--- src/rtl/fbus_tx_seq.sv ---
module fbus_tx_seq #(
  parameter int          DEPTH    = 16,
  parameter logic [7:0]  PRE_BYTE = 8'h55,
  parameter logic [7:0]  SOF_BYTE = 8'hC5,
  parameter logic [7:0]  EOF_BYTE = 8'hFD
) (
  input  logic       clk,
  input  logic       rst_n,
  input  logic       in_valid,
  input  logic [7:0] in_data,
  input  logic       rx_busy,
  output logic       enc_valid,
  output logic [7:0] enc_data,
  output logic [1:0] enc_kind,
  output logic       enc_inv,
  input  logic       enc_ready,
  output logic       rts_alarm,
  output logic [7:0] jab_timeout,
  output logic       overflow
);
  localparam int AW = (DEPTH > 1) ? $clog2(DEPTH) : 1;
  localparam int CW = $clog2(DEPTH + 1);
  localparam logic [1:0] K_PRE = 2'd0, K_SOF = 2'd1, K_DAT = 2'd2, K_EOF = 2'd3;

  typedef enum logic [2:0] {SQ_IDLE, SQ_PRE, SQ_SOF, SQ_DAT, SQ_EOF} sq_t;

  sq_t         sq;
  logic [1:0]  hp;
  logic        armed;
  logic        t_inv, inv_r;
  logic [1:0]  t_lvl, lvl_r;
  logic [2:0]  t_pre, pre_r, pre_left;
  logic [7:0]  t_jab, jab_r;
  logic [7:0]  mem [DEPTH];
  logic [AW-1:0] wr_ptr, rd_ptr;
  logic [CW-1:0] count;

  wire fire   = enc_valid && enc_ready;
  wire full   = (count == CW'(DEPTH));
  wire empty  = (count == '0);
  wire hb     = in_valid && !armed;
  wire push   = in_valid && armed && !full;
  wire pop    = (sq == SQ_DAT) && fire;
  wire h1_ok  = in_data[7:5] == (t_inv ? 3'b011 : 3'b100);
  wire h3_ok  = in_data == (t_inv ? 8'h51 : 8'hAE);
  wire [3:0] thr = {1'b0, lvl_r, 1'b0} + 4'd2;

  function automatic logic [AW-1:0] nxt(input logic [AW-1:0] p);
    return (p == AW'(DEPTH - 1)) ? '0 : p + 1'b1;
  endfunction

  // header parser
  always_ff @(posedge clk) begin
    if (!rst_n) begin
      hp    <= 2'd0;
      armed <= 1'b0;
      t_inv <= 1'b0;
      t_lvl <= 2'd0;
      t_pre <= 3'd0;
      t_jab <= 8'd0;
      inv_r <= 1'b0;
      lvl_r <= 2'd0;
      pre_r <= 3'd0;
      jab_r <= 8'd0;
    end else begin
      if (sq == SQ_EOF && fire) armed <= 1'b0;
      if (hb) begin
        case (hp)
          2'd0: if (in_data == 8'hEA || in_data == 8'h15) begin
                  t_inv <= (in_data == 8'h15);
                  hp    <= 2'd1;
                end
          2'd1: if (h1_ok) begin
                  t_lvl <= in_data[4:3];
                  t_pre <= in_data[2:0];
                  hp    <= 2'd2;
                end else begin
                  hp <= 2'd0;
                end
          2'd2: begin
                  t_jab <= in_data;
                  hp    <= 2'd3;
                end
          default: begin
                  hp <= 2'd0;
                  if (h3_ok) begin
                    armed <= 1'b1;
                    inv_r <= t_inv;
                    lvl_r <= t_lvl;
                    pre_r <= t_pre;
                    jab_r <= t_jab;
                  end
                end
        endcase
      end
    end
  end

  // transmit FIFO
  always_ff @(posedge clk) begin
    if (push) mem[wr_ptr] <= in_data;
  end

  always_ff @(posedge clk) begin
    if (!rst_n) begin
      wr_ptr   <= '0;
      rd_ptr   <= '0;
      count    <= '0;
      overflow <= 1'b0;
    end else begin
      if (push) wr_ptr <= nxt(wr_ptr);
      if (pop)  rd_ptr <= nxt(rd_ptr);
      case ({push, pop})
        2'b10:   count <= count + 1'b1;
        2'b01:   count <= count - 1'b1;
        default: count <= count;
      endcase
      if (in_valid && armed && full) overflow <= 1'b1;
    end
  end

  // packet sequencer
  always_ff @(posedge clk) begin
    if (!rst_n) begin
      sq       <= SQ_IDLE;
      pre_left <= 3'd0;
    end else begin
      case (sq)
        SQ_IDLE: if (armed && !empty && !rx_busy) begin
                   sq       <= SQ_PRE;
                   pre_left <= pre_r;
                 end
        SQ_PRE:  if (fire) begin
                   if (pre_left == 3'd0) sq <= SQ_SOF;
                   else pre_left <= pre_left - 1'b1;
                 end
        SQ_SOF:  if (fire) sq <= SQ_DAT;
        SQ_DAT:  if (empty) sq <= SQ_EOF;
        SQ_EOF:  if (fire) sq <= SQ_IDLE;
        default: sq <= SQ_IDLE;
      endcase
    end
  end

  always_comb begin
    enc_valid = 1'b1;
    enc_data  = PRE_BYTE;
    enc_kind  = K_PRE;
    case (sq)
      SQ_PRE: ;
      SQ_SOF: begin enc_data = SOF_BYTE;    enc_kind = K_SOF; end
      SQ_DAT: begin enc_data = mem[rd_ptr]; enc_kind = K_DAT; enc_valid = !empty; end
      SQ_EOF: begin enc_data = EOF_BYTE;    enc_kind = K_EOF; end
      default: enc_valid = 1'b0;
    endcase
  end

  assign enc_inv     = inv_r;
  assign jab_timeout = jab_r;
  assign rts_alarm   = (32'(count) <= 32'(thr));
endmodule


--- config.mk ---
export PLATFORM = sky130hd
export DESIGN_NAME = fbus_tx_seq
export DESIGN_NICKNAME = d
export VERILOG_FILES = /design/src/rtl/fbus_tx_seq.sv
export SDC_FILE = /design/constraint.sdc
export NUM_CORES = 1
export LEC_CHECK = 0
export BUFFER_PORTS_ARGS = -buffer_cell sky130_fd_sc_hd__clkbuf_2
export CAP_MARGIN = 20
export CORE_MARGIN = 1.5
export CORE_UTILIZATION = 45
export DETAILED_ROUTE_END_ITERATION = 12
export HOLD_SLACK_MARGIN = 0.05
export PLACE_DENSITY_LB_ADDON = 0.12
export SYNTH_ARGS = -nofsm -noshare
export SYNTH_HDL_FRONTEND = slang
export SYNTH_SLANG_ARGS = --single-unit
--- constraint.sdc ---
create_clock -name clk -period 3.49 [get_ports clk]
set_input_delay 0.349 -clock clk [delete_from_list [all_inputs] [get_ports clk]]
set_output_delay 0.349 -clock clk [all_outputs]
set_load 0.03 [all_outputs]
==> results.yml <==
clock_network:
  clock_sinks: 183
  cts.clk_slew.worst_paths_ns: 0.06
  h-tree-depth: 4
  cts-root-buf: "clkbuf_16"
  clkLatencyLatePin_ns: 0.43
  post-cts-setup-buffers: 0
  ctsLongestPathBuffers: 2
  cts_resized: 0
  cts_tree: "done"
  cts_made_buffers: 17
  postCtsHoldBufs: 0
global_routing:
  grt_start_max_net_pins: 41
  track_usage: 0.201
  grt_pass1_wl_um: 26800
  grt_pass1_vias: 4749
  grt_overflow: 0
  antenna_found_initial: 1
power:
  powerDensity_mw_per_mm2: 480
  power_mw: 4.30
  total_leakage_power_nw: 2.96
  peakVddDrop_mv: 0.373
synth:
  synth_edf_count: 128
  synthDistinctLibCells: 56
  async_flop_share: 0
  synthesis.area_sq_mm: 0.00782
  yosys.area.top_type: "edfxtp_1"
  synth_nets: 578
  avgSynthCellArea_sq_um: 14.2
  yosys_warnings: 0
  netlist_top_cells_area: "edfxtp_1, dfxtp_1, mux4_2"
  synth_ff_type: "edfxtp_1"
  yosysSeqAreaShare: 0.632
  yosys_register_bits: 183
  synth_top_area_frac: 0.491
  syn_inst: 550
finish:
  fillers: 1445
  nets: 627
  final_common_cell: "edfxtp_1"
  drive_gt1_frac: 0.227
  design_area_sq_mm: 0.00895
  antenna_cells: 0
  instances_no_fill: 837
  syn_to_final_growth_pct: 14.4
  layout_common_cells: "edfxtp_1, nand2_1, dfxtp_1"
timing:
  rsz0062_at_grt: "false"
  fmaxAchievable_ghz: 0.322
  slew_headroom: 0.373
  finalSetupViolations: 0
  holdWs_ns: 0.287
  fin_skew_ns: 0.0122
  worstMarginPinSlew_ns: 0.938
  fin_crit_ns: 3.10
  setup_tns_ns: 0
  drv_slew: 0
  hold_viol: 0
  fin_crit_sh: 0.889
floorplan:
  ios: 35
  start_util: 0.457
  die_h_um: 135
  coreArea_sq_mm: 0.0171
  die_x_um: 135
  placementRows: 48
  dieArea_sq_mm: 0.0182
routing:
  routed_wl_um: 16900
  drc: 0
  drt_iter0_markers: 314
  ant_nets: 0
  vias_per_cell: 5.58
  via_count: 4668
  first_pass_iters: 5
  wl_per_cell_um: 20.2
setup_path:
  max_stage_delay_ns: 0.82
  start_kind: "register"
  cp_num_cells: 5
  cp_max_fo: 12
  arrival_ns: 2.75
  path_buf_inv: 2
  path_cells: "buf_4, mux4_2, mux4_2, and2_1, clkbuf_2"
  crit_required_ns: 3.14
  cp_common_cell: "mux4_2"
  cp_top_family: "flip-flops"
  endpoint_kind: "primary output"
  criticalPathCategory: "register to primary output"
  reg2regPathDepth: 10
  slowest_stage: "dfxtp_1"
placement:
  dpl.hpwl_um: 11400
  finalWeightedCongestion: 0.777
  placed_cells: 805
  place_area_sq_mm: 0.00835
  portBuffers: 34
job:
  cap_violations: 0
min_path:
  hold_path.class: "input pin to register"
  hold_depth: 4
status:
  outcome: "completed"
-- final timing paths --
kind                            startpoint          end  slack, ns
worst max register to register    count[1]     count[2]       0.40
worst min-delay path              in_valid        hp[0]       0.29
worst max-delay path              register  enc_data[1]       0.39
worst min register to register    t_pre[2]     pre_r[2]       0.45
-- registers in the layout, summed over array words and instances, names as in the netlist, named ones only --
signal,flops
rd_ptr,4
t_jab,8
enc_inv,1
t_inv,1
jab_timeout,8
overflow,1
hp,2
wr_ptr,4
mem,128
armed,1
t_lvl,2
t_pre,3
pre_left,3
sq,3
count,5
pre_r,3
lvl_r,2
-- tightest hold or removal path: stages --
cell and delay, ns:
clkbuf_2 0.11, nand2b_1 0.08, nand2_1 0.07, a21oi_1 0.05
-- layout make-up --
class / instances / area (sq um) / area share
sequential: 183 / 4950 / 0.553
multi-input combinational: 319 / 2680 / 0.299
clock buffer: 22 / 495 / 0.0554
timing repair buffer: 60 / 378 / 0.0422
tap: 225 / 282 / 0.0315
clock inverter: 10 / 101 / 0.0113
inverter: 18 / 67.6 / 0.00755
-- cell usage after synthesis (all sizes together) (10+ instances only) --
cell type / count
inv: 18
mux2i: 29
o21ai: 10
ha: 15
buf: 13
nand2b: 11
a21oi: 27
dfxtp: 55
nor2: 37
clkbuf: 17
edfxtp: 128
mux4: 37
nand2: 63
-- per-stage QoR --
| step | setup slack, ns | utilization |
|---|---|---|
| after floorplan | 0.597 | - |
| after global placement | 0.533 | 0.488 |
| after detailed placement | 0.420 | 0.488 |
| after CTS | 0.271 | 0.523 |
| after global routing | 0.190 | 0.523 |
| final | 0.387 | 0.523 |
-- kinds of logic (layout without fill, tap and decap cells) --
logic type,Yosys count,after routing,share of synthesized area
flip-flops,183,183,0.632
adder cells (fa/ha/maj),15,15,0.0240
AND/OR/NAND/NOR,157,157,0.0969
XOR/XNOR,7,7,0.00784
buffers and inverters,48,110,0.0254
multiplexers,69,69,0.148
AO/OA/AOI/OAI,71,71,0.0657
-- per-layer routing --
layer  wire length [um]  GRT usage  vias up  part of all wire
li1                   -          -     2172                 -
met1               7620      0.264     2388              0.45
met2               8510      0.340       94              0.50
met3                591     0.0394       14             0.035
met4                158     0.0591        0            0.0094
met5                  0          0        -                 0
-- power by group --
| part | internal (mW) | total [mW] | switching (mW) |
|---|---|---|---|
| Combinational | 0.0137 | 0.0663 | 0.0526 |
| Sequential | 2.32 | 2.32 | 0.0000630 |
| Clock | 1.14 | 1.91 | 0.769 |
| Total | 3.48 | 4.30 | 0.821 |
No activity file was read; power rests on OpenSTA's default activity.
